### src/rtl/clkbuf_pkg.sv
package clkbuf_pkg;

    typedef enum logic [1:0] {
        PLL_LO_BW  = 2'b00,
        PLL_BYPASS = 2'b01,
        PLL_HI_BW  = 2'b11
    } pll_mode_e;

    localparam int ADDR_W = 7;

    localparam logic [ADDR_W-1:0] BUS_ADDR_LVL_LO  = 7'b1101011;
    localparam logic [ADDR_W-1:0] BUS_ADDR_LVL_MID = 7'b1101100;
    localparam logic [ADDR_W-1:0] BUS_ADDR_LVL_HI  = 7'b1101101;

    localparam int RA_CTRL    = 0;
    localparam int RA_IDLE    = 1;
    localparam int RA_MODE_RB = 2;
    localparam int RA_ADDR_RB = 3;

    function automatic pll_mode_e level_to_mode(input logic [1:0] lvl);
        case (lvl)
            2'b00:   return PLL_LO_BW;
            2'b11:   return PLL_HI_BW;
            default: return PLL_BYPASS;
        endcase
    endfunction

    function automatic logic [ADDR_W-1:0] level_to_addr(input logic [1:0] lvl);
        case (lvl)
            2'b00:   return BUS_ADDR_LVL_LO;
            2'b11:   return BUS_ADDR_LVL_HI;
            default: return BUS_ADDR_LVL_MID;
        endcase
    endfunction

endpackage

### src/rtl/clkbuf_sync.sv
module clkbuf_sync #(
    parameter int             W       = 1,
    parameter int             STAGES  = 2,
    parameter logic [W-1:0]   RST_VAL = '0
) (
    input  logic         clk,
    input  logic         rst_n,
    input  logic [W-1:0] d_in,
    output logic [W-1:0] q_out
);

    logic [STAGES-1:0][W-1:0] st_d, st_q;

    always_comb begin
        st_d[0] = d_in;
        for (int k = 1; k < STAGES; k++) begin
            st_d[k] = st_q[k-1];
        end
    end

    always_ff @(posedge clk or negedge rst_n) begin
        if (!rst_n) begin
            for (int k = 0; k < STAGES; k++) begin
                st_q[k] <= RST_VAL;
            end
        end else begin
            st_q <= st_d;
        end
    end

    assign q_out = st_q[STAGES-1];

endmodule

### src/rtl/clkbuf_regs.sv
module clkbuf_regs
    import clkbuf_pkg::*;
#(
    parameter int N_OUT = 2,
    parameter int DW    = 8,
    parameter int AW    = 2
) (
    input  logic              clk,
    input  logic              rst_n,
    input  logic              wr_en,
    input  logic [AW-1:0]     addr,
    input  logic [DW-1:0]     wdata,
    input  pll_mode_e         strap_mode,
    input  logic [ADDR_W-1:0] bus_addr,
    output logic [N_OUT-1:0]  out_en,
    output logic [1:0]        mode_ctl,
    output logic              mode_ovr,
    output logic [1:0]        idle_lvl,
    output logic [DW-1:0]     rdata
);

    localparam int CTL_LSB = N_OUT;
    localparam int OVR_BIT = N_OUT + 2;

    typedef struct packed {
        logic [N_OUT-1:0] en;
        logic [1:0]       ctl;
        logic             ovr;
        logic [1:0]       idle;
    } regs_t;

    regs_t r_d, r_q;

    logic hit_ctrl, hit_idle, hit_mode, hit_addr;

    assign hit_ctrl = (addr == AW'(RA_CTRL));
    assign hit_idle = (addr == AW'(RA_IDLE));
    assign hit_mode = (addr == AW'(RA_MODE_RB));
    assign hit_addr = (addr == AW'(RA_ADDR_RB));

    always_comb begin
        r_d = r_q;
        if (wr_en && hit_ctrl) begin
            r_d.en  = wdata[N_OUT-1:0];
            r_d.ctl = wdata[CTL_LSB +: 2];
            r_d.ovr = wdata[OVR_BIT];
        end
        if (wr_en && hit_idle) begin
            r_d.idle = wdata[1:0];
        end
    end

    always_ff @(posedge clk or negedge rst_n) begin
        if (!rst_n) begin
            r_q.en   <= '1;
            r_q.ctl  <= 2'b00;
            r_q.ovr  <= 1'b0;
            r_q.idle <= 2'b00;
        end else begin
            r_q <= r_d;
        end
    end

    always_comb begin
        rdata = '0;
        if (hit_ctrl) begin
            rdata[N_OUT-1:0]    = r_q.en;
            rdata[CTL_LSB +: 2] = r_q.ctl;
            rdata[OVR_BIT]      = r_q.ovr;
        end else if (hit_idle) begin
            rdata[1:0] = r_q.idle;
        end else if (hit_mode) begin
            rdata[1:0] = strap_mode;
        end else if (hit_addr) begin
            rdata[ADDR_W-1:0] = bus_addr;
        end
    end

    logic unused_wdata;
    assign unused_wdata = ^wdata;

    assign out_en   = r_q.en;
    assign mode_ctl = r_q.ctl;
    assign mode_ovr = r_q.ovr;
    assign idle_lvl = r_q.idle;

endmodule

### src/rtl/clkbuf_strap.sv
module clkbuf_strap
    import clkbuf_pkg::*;
(
    input  logic              clk,
    input  logic              rst_n,
    input  logic              pwr_ok,
    input  logic [1:0]        addr_lvl,
    input  logic [1:0]        mode_lvl,
    input  logic [1:0]        mode_ctl,
    input  logic              mode_ovr,
    output logic [ADDR_W-1:0] bus_addr,
    output pll_mode_e         strap_mode,
    output pll_mode_e         mode_eff
);

    typedef struct packed {
        logic              latched;
        logic [ADDR_W-1:0] addr;
    } cap_t;

    cap_t c_d, c_q;

    always_comb begin
        c_d = c_q;
        if (!c_q.latched && pwr_ok) begin
            c_d.latched = 1'b1;
            c_d.addr    = level_to_addr(addr_lvl);
        end
    end

    always_ff @(posedge clk or negedge rst_n) begin
        if (!rst_n) begin
            c_q <= '0;
        end else begin
            c_q <= c_d;
        end
    end

    always_comb begin
        strap_mode = level_to_mode(mode_lvl);
        mode_eff   = mode_ovr ? level_to_mode(mode_ctl) : strap_mode;
    end

    assign bus_addr = c_q.addr;

endmodule

### src/rtl/clkbuf_lane.sv
module clkbuf_lane (
    input  logic       clk,
    input  logic       rst_n,
    input  logic       run,
    input  logic       ref_in,
    input  logic [1:0] idle_lvl,
    output logic       out_p,
    output logic       out_n
);

    typedef struct packed {
        logic gate;
        logic p;
        logic n;
    } lane_t;

    lane_t l_d, l_q;

    always_comb begin
        l_d      = l_q;
        l_d.gate = ref_in ? l_q.gate : run;
        if (l_d.gate) begin
            l_d.p = ref_in;
            l_d.n = ~ref_in;
        end else begin
            l_d.p = idle_lvl[0];
            l_d.n = idle_lvl[1];
        end
    end

    always_ff @(posedge clk or negedge rst_n) begin
        if (!rst_n) begin
            l_q <= '0;
        end else begin
            l_q <= l_d;
        end
    end

    assign out_p = l_q.p;
    assign out_n = l_q.n;

endmodule

### src/rtl/clkbuf_oe_ctrl.sv
module clkbuf_oe_ctrl
    import clkbuf_pkg::*;
#(
    parameter int N_OUT       = 2,
    parameter int DW          = 8,
    parameter int AW          = 2,
    parameter int SYNC_STAGES = 2
) (
    input  logic              clk,
    input  logic              rst_n,
    input  logic              pwr_good,
    input  logic [N_OUT-1:0]  oe_pin_n,
    input  logic [1:0]        addr_lvl,
    input  logic [1:0]        mode_lvl,
    input  logic              pll_lock,
    input  logic              ref_in,
    input  logic              reg_we,
    input  logic [AW-1:0]     reg_addr,
    input  logic [DW-1:0]     reg_wdata,
    output logic [DW-1:0]     reg_rdata,
    output logic [ADDR_W-1:0] bus_addr,
    output logic [1:0]        pll_mode,
    output logic              pll_en,
    output logic [N_OUT-1:0]  dif_p,
    output logic [N_OUT-1:0]  dif_n
);

    localparam int              SW       = N_OUT + 2;
    localparam logic [SW-1:0]   SYNC_RST = {2'b00, {N_OUT{1'b1}}};

    logic [SW-1:0]    sync_in, sync_out;
    logic             pwr_s, lock_s;
    logic [N_OUT-1:0] oe_s;

    logic [N_OUT-1:0] out_en;
    logic [1:0]       mode_ctl, idle_lvl;
    logic             mode_ovr;
    pll_mode_e        strap_mode, mode_eff;

    logic             bypass;
    logic [N_OUT-1:0] run;
    logic [N_OUT-1:0] lane_p, lane_n;

    assign sync_in = {pwr_good, pll_lock, oe_pin_n};

    clkbuf_sync #(
        .W       (SW),
        .STAGES  (SYNC_STAGES),
        .RST_VAL (SYNC_RST)
    ) u_sync (
        .clk   (clk),
        .rst_n (rst_n),
        .d_in  (sync_in),
        .q_out (sync_out)
    );

    assign pwr_s  = sync_out[SW-1];
    assign lock_s = sync_out[SW-2];
    assign oe_s   = sync_out[N_OUT-1:0];

    clkbuf_regs #(
        .N_OUT (N_OUT),
        .DW    (DW),
        .AW    (AW)
    ) u_regs (
        .clk        (clk),
        .rst_n      (rst_n),
        .wr_en      (reg_we),
        .addr       (reg_addr),
        .wdata      (reg_wdata),
        .strap_mode (strap_mode),
        .bus_addr   (bus_addr),
        .out_en     (out_en),
        .mode_ctl   (mode_ctl),
        .mode_ovr   (mode_ovr),
        .idle_lvl   (idle_lvl),
        .rdata      (reg_rdata)
    );

    clkbuf_strap u_strap (
        .clk        (clk),
        .rst_n      (rst_n),
        .pwr_ok     (pwr_s),
        .addr_lvl   (addr_lvl),
        .mode_lvl   (mode_lvl),
        .mode_ctl   (mode_ctl),
        .mode_ovr   (mode_ovr),
        .bus_addr   (bus_addr),
        .strap_mode (strap_mode),
        .mode_eff   (mode_eff)
    );

    always_comb begin
        bypass = (mode_eff == PLL_BYPASS);
        for (int i = 0; i < N_OUT; i++) begin
            run[i] = pwr_s && out_en[i] && !oe_s[i] && (bypass || lock_s);
        end
    end

    for (genvar g = 0; g < N_OUT; g++) begin : g_lane
        clkbuf_lane u_lane (
            .clk      (clk),
            .rst_n    (rst_n),
            .run      (run[g]),
            .ref_in   (ref_in),
            .idle_lvl (idle_lvl),
            .out_p    (lane_p[g]),
            .out_n    (lane_n[g])
        );
    end

    assign pll_mode = mode_eff;
    assign pll_en   = pwr_good && !bypass;
    assign dif_p    = lane_p & {N_OUT{pwr_good}};
    assign dif_n    = lane_n & {N_OUT{pwr_good}};

endmodule

### config.mk
export PLATFORM = sky130hd
export DESIGN_NAME = clkbuf_oe_ctrl
export DESIGN_NICKNAME = d
export VERILOG_FILES = /design/src/rtl/clkbuf_pkg.sv /design/src/rtl/clkbuf_sync.sv /design/src/rtl/clkbuf_regs.sv /design/src/rtl/clkbuf_strap.sv /design/src/rtl/clkbuf_lane.sv /design/src/rtl/clkbuf_oe_ctrl.sv
export SDC_FILE = /design/constraint.sdc
export NUM_CORES = 1
export LEC_CHECK = 0
export BUFFER_PORTS_ARGS = -buffer_cell sky130_fd_sc_hd__buf_2
export CORE_MARGIN = 5
export CORE_UTILIZATION = 25
export CTS_CLUSTER_DIAMETER = 60
export DETAILED_ROUTE_END_ITERATION = 8
export PLACE_DENSITY = 0.43
export SLEW_MARGIN = 5
export SYNTH_ARGS = -nofsm -noshare
export SYNTH_HDL_FRONTEND = slang
export SYNTH_SLANG_ARGS = --single-unit
### constraint.sdc
create_clock -name clk -period 2.4 [get_ports clk]
set_input_delay 0.48 -clock clk [delete_from_list [all_inputs] [get_ports clk]]
set_output_delay 0.48 -clock clk [all_outputs]
set_load 0.02 [all_outputs]
* Yosys cells after proc, flatten, opt, wreduce, memory -nomap -nowiden
Index checks and enable logic that the tools add are counted.
** Storage, ports and cells
- Bits in registers :: 29
- Bits of input ports :: 22
- Output and inout bits :: 22
- Word-level logic and storage cells :: 58
** Operators by class
- Equal/unequal tests :: 7
- Multiplexer cells :: 15
- Bitwise operators :: 3
- Reduce and logical (&&, ||, !) cells :: 19
** Operator list (number)
- $mux 5 :: 3
- $mux 2 :: 6
- $eq 2x2->1 const B :: 5
- $logic_and 1x1->1 :: 10
- $logic_not 2->1 :: 4
- $pmux 2 s2 :: 2
- $mux 7 :: 1
- $pmux 3 s2 :: 1
- $and 2x2->2 :: 2
- $eq 2x1->1 const B :: 2
- $logic_not 1->1 :: 4
- $mux 1 :: 2
- $logic_or 1x1->1 :: 1
- $not 1->1 :: 1

* Logic depth before layout (Yosys ltp)
- Depth in word-level cells :: 8
- Mapped depth :: 4
- Mapped depth without buffers :: 3

* By module
Synthesis repeated with hierarchy kept, for this count alone.
** Unflattened totals
- Cell total of the unflattened synthesis :: 92
- Area, all modules :: 1177.4 µm²
** Modules (own cells, without submodules)
- clkbuf_regs :: instances 1, cells each 28, area each 410.4 µm², sequential area each 177.7 µm²
- clkbuf_strap :: instances 1, cells each 27, area each 259.0 µm², sequential area each 100.1 µm²
- clkbuf_lane :: instances 2, cells each 9, area each 110.1 µm², sequential area each 75.1 µm²
- clkbuf_sync :: instances 1, cells each 8, area each 205.2 µm², sequential area each 205.2 µm²
- clkbuf_oe_ctrl :: instances 1, cells each 11, area each 82.6 µm², sequential area each 0.0 µm²

* Worst setup path before layout
No wires, ideal clock.
- Path kind :: input -> output
- Start :: in mode_lvl[1]
- End :: out reg_rdata[0]
- Data arrival time :: 1.310 ns
- Data required time :: 1.920 ns
- Slack :: 0.610 ns
- Cell stages on the path :: 2
- Path buffers :: 0
- Cells stage by stage :: or2_0 -> mux4_1
** On the way
- Cells in the longest elaborated chain, start to end :: 5
- Elaborated cells between the ends (all ways) :: 6
- Those cells by class :: 1 x eq/ne; 4 x mux; 1 x reduce/logical
** RTL lines
- from (decl) :: RTL line clkbuf_oe_ctrl.sv:14 : input logic [1:0] mode_lvl,
- $eq 2x2->1 / $logic_not 2->1 (equally long branches) :: RTL line clkbuf_pkg.sv:21 : case (lvl)
- $pmux 2 s2 (*) :: RTL line clkbuf_pkg.sv:21
- $mux 2 (*) :: RTL line clkbuf_regs.sv:72 : end else if (hit_mode) begin
- $mux 2 (*) :: RTL line clkbuf_regs.sv:70 : end else if (hit_idle) begin
- $mux 5 (*) :: RTL line clkbuf_regs.sv:66 : if (hit_ctrl) begin
- to (decl) :: RTL line clkbuf_oe_ctrl.sv:20 : output logic [DW-1:0] reg_rdata,
Every way passes the cells marked *; elsewhere a longest branch is shown, timed or not.

* Worst setup path after layout
Ends and elaborated chain as after synthesis.

==> impl_metrics.prom <==
# TYPE chip_impl_metric gauge
chip_impl_metric{name="total_switching_power",unit="uW"} 294.5
chip_impl_metric{name="internal_power",unit="uW"} 722.9
chip_impl_metric{name="max_slew.worst_pin.slew",unit="ns"} 0.5425
chip_impl_info{name="reg2reg_to",value="g_lane[1].u_lane.out_n"} 1
chip_impl_metric{name="regToRegSetupSlack",unit="ns"} 1.11
chip_impl_metric{name="total_area_of_multi_input_combinational_cells",unit="um^2"} 504.2
chip_impl_metric{name="max-clock-path-buffers",unit=""} 2
chip_impl_metric{name="layout-drive-gt1-share",unit="%"} 50.00
chip_impl_metric{name="antenna_violations_before_repair",unit=""} 0
chip_impl_info{name="clock_root_buffer",value="clkbuf_8"} 1
chip_impl_metric{name="dp.final_hpwl",unit="um"} 1982
chip_impl_metric{name="final_antenna_net_count",unit=""} 0
chip_impl_metric{name="area_growth_syn_to_layout",unit="%"} 21.15
chip_impl_info{name="category_of_the_most_critical_setup_path",value="in2out"} 1
chip_impl_metric{name="ctsResizeCount",unit=""} 0
chip_impl_metric{name="clkSlewWorstSetupHoldPaths",unit="ns"} 0.08
chip_impl_info{name="regToRegStartpoint",value="u_regs.mode_ovr"} 1
chip_impl_metric{name="cts_max_level",unit=""} 1
chip_impl_metric{name="pre_cts_slack",unit="ns"} 0.3816
chip_impl_metric{name="core-area",unit="um^2"} 4692
chip_impl_metric{name="detail_route.vias_per_cell",unit=""} 4.392
chip_impl_info{name="rsz0062_at_grt",value="false"} 1
chip_impl_info{name="outcome",value="finished clean"} 1
chip_impl_metric{name="nNetsFinal",unit=""} 157
chip_impl_metric{name="clock_sinks",unit=""} 25
chip_impl_info{name="critical_path.endpoint_type",value="primary output"} 1
chip_impl_metric{name="seq_area",unit="um^2"} 633.1
chip_impl_metric{name="timing.critical_path.arrival",unit="ns"} 1.55
chip_impl_metric{name="area_of_the_die",unit="um^2"} 6262
chip_impl_metric{name="seq_power_share",unit="%"} 51.5
chip_impl_metric{name="n_antenna_cell",unit=""} 0
chip_impl_metric{name="netlist_instances",unit=""} 96
chip_impl_info{name="cts_tree",value="built"} 1
chip_impl_metric{name="pwr-share-comb",unit="%"} 25.0
chip_impl_metric{name="clk-insertion-delay-late",unit="ns"} 0.26
chip_impl_metric{name="dp_cells",unit=""} 182
chip_impl_metric{name="buffer_ports.inserted",unit=""} 38
chip_impl_metric{name="stdcell_count",unit=""} 186
chip_impl_info{name="cp-start-kind",value="input pin"} 1
chip_impl_info{name="setup.worst_path.end",value="reg_rdata[0]"} 1
chip_impl_metric{name="postSynthRegisterBits",unit=""} 25
chip_impl_metric{name="postSynthAreaPerCell",unit="um^2"} 12.45
chip_impl_metric{name="finalHoldViolations",unit=""} 0
chip_impl_metric{name="final.period_utilization",unit="%"} 84.39
chip_impl_metric{name="holdBufCountCts",unit=""} 0
chip_impl_info{name="startpoint",value="mode_lvl[1]"} 1
chip_impl_metric{name="synth.cell_area",unit="um^2"} 1195
chip_impl_info{name="ys.flop_type",value="dfrtp_1"} 1
chip_impl_metric{name="placed_area",unit="um^2"} 1403
chip_impl_metric{name="cp_max_fo",unit=""} 4
chip_impl_metric{name="finalCriticalPeriod",unit="ns"} 2.025
chip_impl_metric{name="finalPower",unit="mW"} 1.017
chip_impl_metric{name="synth-edff-count",unit=""} 0
chip_impl_metric{name="power.static_leakage",unit="nW"} 0.6926
chip_impl_metric{name="slew_violations",unit=""} 0
chip_impl_metric{name="first_global_vias",unit=""} 850
chip_impl_metric{name="async_flop_share",unit="%"} 100.0
chip_impl_metric{name="io_pins",unit=""} 44
chip_impl_metric{name="wl_per_cell",unit="um"} 13.01
chip_impl_metric{name="power.switching_fraction",unit="%"} 28.95
chip_impl_metric{name="critical_path_required",unit="ns"} 1.92
chip_impl_metric{name="clockPowerShare",unit="%"} 23.5
chip_impl_metric{name="cts_post_setup_buffers_inserted",unit=""} 0
chip_impl_metric{name="worst-r2r-cell-count",unit=""} 3
chip_impl_metric{name="maximum_number_of_pins_on_one_net_before_global_route_repair",unit=""} 26
chip_impl_metric{name="timing.hold.ws",unit="ns"} 0.1921
chip_impl_metric{name="fin_worst_skew",unit="ns"} 0.003236
chip_impl_metric{name="routed-via-count",unit=""} 817
chip_impl_metric{name="drt-pass1-iter-count",unit=""} 4
chip_impl_metric{name="max_slew_margin",unit="%"} 63.84
chip_impl_metric{name="chipWidth",unit="um"} 79.14
chip_impl_metric{name="maxCapViolCount",unit=""} 0
chip_impl_metric{name="grt_remaining_overflow",unit=""} 0
chip_impl_metric{name="power.ir.vdd_worst",unit="uV"} 335.8
chip_impl_metric{name="initial_util",unit="%"} 25.47
chip_impl_info{name="holdCritPathClass",value="in2async"} 1
chip_impl_metric{name="routabilityCongestion",unit=""} 0.7594
chip_impl_metric{name="max_clk_rate",unit="MHz"} 493.8
chip_impl_metric{name="fillCellCount",unit=""} 496
chip_impl_metric{name="drt_first_iter_violations",unit=""} 32
chip_impl_metric{name="wire_length_of_the_first_global_routing_pass",unit="um"} 3988
chip_impl_metric{name="tns",unit="ns"} 0
chip_impl_metric{name="ys.warnings.count",unit=""} 0
chip_impl_metric{name="layout.core_utilization",unit="%"} 30.85
chip_impl_metric{name="ys_types",unit=""} 34
chip_impl_metric{name="route.detailed.drc",unit=""} 0
chip_impl_metric{name="wl",unit="um"} 2420
chip_impl_metric{name="fin_ws",unit="ns"} 0.3748
chip_impl_metric{name="finish.instance_area",unit="um^2"} 1448
chip_impl_metric{name="grt_util_all_layers",unit="%"} 8.098
chip_impl_metric{name="std_cell_rows",unit=""} 25
chip_impl_metric{name="cellPowerDensity",unit="nW/um^2"} 702.8
chip_impl_metric{name="fp.dieH",unit="um"} 79.14
chip_impl_metric{name="tritoncts.num_buffers",unit=""} 3
chip_impl_metric{name="synth-seq-area-share",unit="%"} 52.98
chip_impl_metric{name="final-setup-viol-count",unit=""} 0
cells in the mapped netlist, types with 2 or more instances:
master	count	area, um^2
a21bo_2	2	20.02
a21oi_1	3	15.01
and2_1	5	31.28
buf_4	5	37.54
dfrtp_1	19	475.5
dfstp_2	6	157.7
ha_1	2	25.02
inv_1	2	7.510
mux2_2	3	33.78
mux2_4	5	75.07
mux4_1	2	52.55
nand2_1	7	26.28
nand2b_1	2	12.51
nand3_1	2	10.01
nand3b_1	3	22.52
nor2_1	2	7.510
o21ai_0	7	35.03
o21ba_2	2	20.02
xor2_1	2	17.52
power groups by stage:
stage | registers [mW] | clock network (mW) | logic [mW]
after floorplan | 0.522 | 0 | 0.180
after global placement | 0.533 | 0 | 0.254
after detailed placement | 0.534 | 0 | 0.257
after CTS | 0.526 | 0.253 | 0.258
after global routing | 0.536 | 0.270 | 0.279
final | 0.524 | 0.240 | 0.254
layer usage:
| layer | routed length [um] | global-route usage [%] |
|---|---|---|
| met1 | 1064 | 10.34 |
| met2 | 1170 | 13.05 |
| met3 | 152 | 2.721 |
| met4 | 33 | 2.234 |
| met5 | 0 | 0 |
registers in the layout, indices dropped and copies added, names as in the netlist, named ones only:
register             flops
g_lane.u_lane.out_p      2
u_sync.st_d              4
u_regs.out_en            2
u_regs.idle_lvl          2
g_lane.u_lane.out_n      2
u_regs.mode_ovr          1
u_regs.mode_ctl          2
u_strap.bus_addr         4
u_sync.q_out             4
logic make-up after synthesis:
logic type | count (synthesis) | share of synthesized area [%]
buf+inv | 9 | 5.131
fa+ha+maj | 2 | 2.094
flops | 25 | 52.98
other cells | 1 | 0.3138
xor+xnor | 2 | 1.466
mux | 11 | 14.35
simple gates | 30 | 14.35
compound gates | 16 | 9.319
cells in the final DEF, fill, tap and decap left out, types with 2 or more instances in the layout:
cell type	n
o21ba_2	2
nor2_1	2
ha_1	2
dfrtp_1	19
inv_1	2
mux4_1	2
xor2_1	2
buf_2	38
nand3b_1	3
a21bo_2	2
mux2_4	5
o21ai_0	7
nand2_1	7
dfstp_2	6
a21oi_1	3
nand3_1	2
conb_1	2
mux2_2	3
clkbuf_8	3
and2_1	5
nand2b_1	2
worst min path at each step:
stage / start / to / slack, ns / cells after the start
2_1_floorplan: rst_n / asynchronous set/reset pin / 0.18 / 0
5_1_grt: rst_n / u_strap.bus_addr[0] / 0.23 / 1
3_5_place_dp: u_sync.st_d[7] / u_sync.q_out[3] / 0.34 / 0
4_1_cts: rst_n / u_strap.bus_addr[0] / 0.20 / 1
6_report: rst_n / u_strap.bus_addr[0] / 0.19 / 1
3_3_place_gp: u_sync.st_d[6] / u_sync.q_out[2] / 0.33 / 0
area by class of cell:
type | instances | area share [%]
multi-input combinational | 63 | 34.83
clock buffer | 4 | 3.111
sequential | 25 | 43.73
tap | 54 | 4.667
timing repair buffer | 38 | 13.14
inverter | 2 | 0.5186
worst max-delay path, stage by stage:
cell and delay [ns]:
buf_2 0.12, or2_0 0.26, mux4_1 0.51, buf_2 0.17
Note: power is estimated with default switching activity, not from simulation.
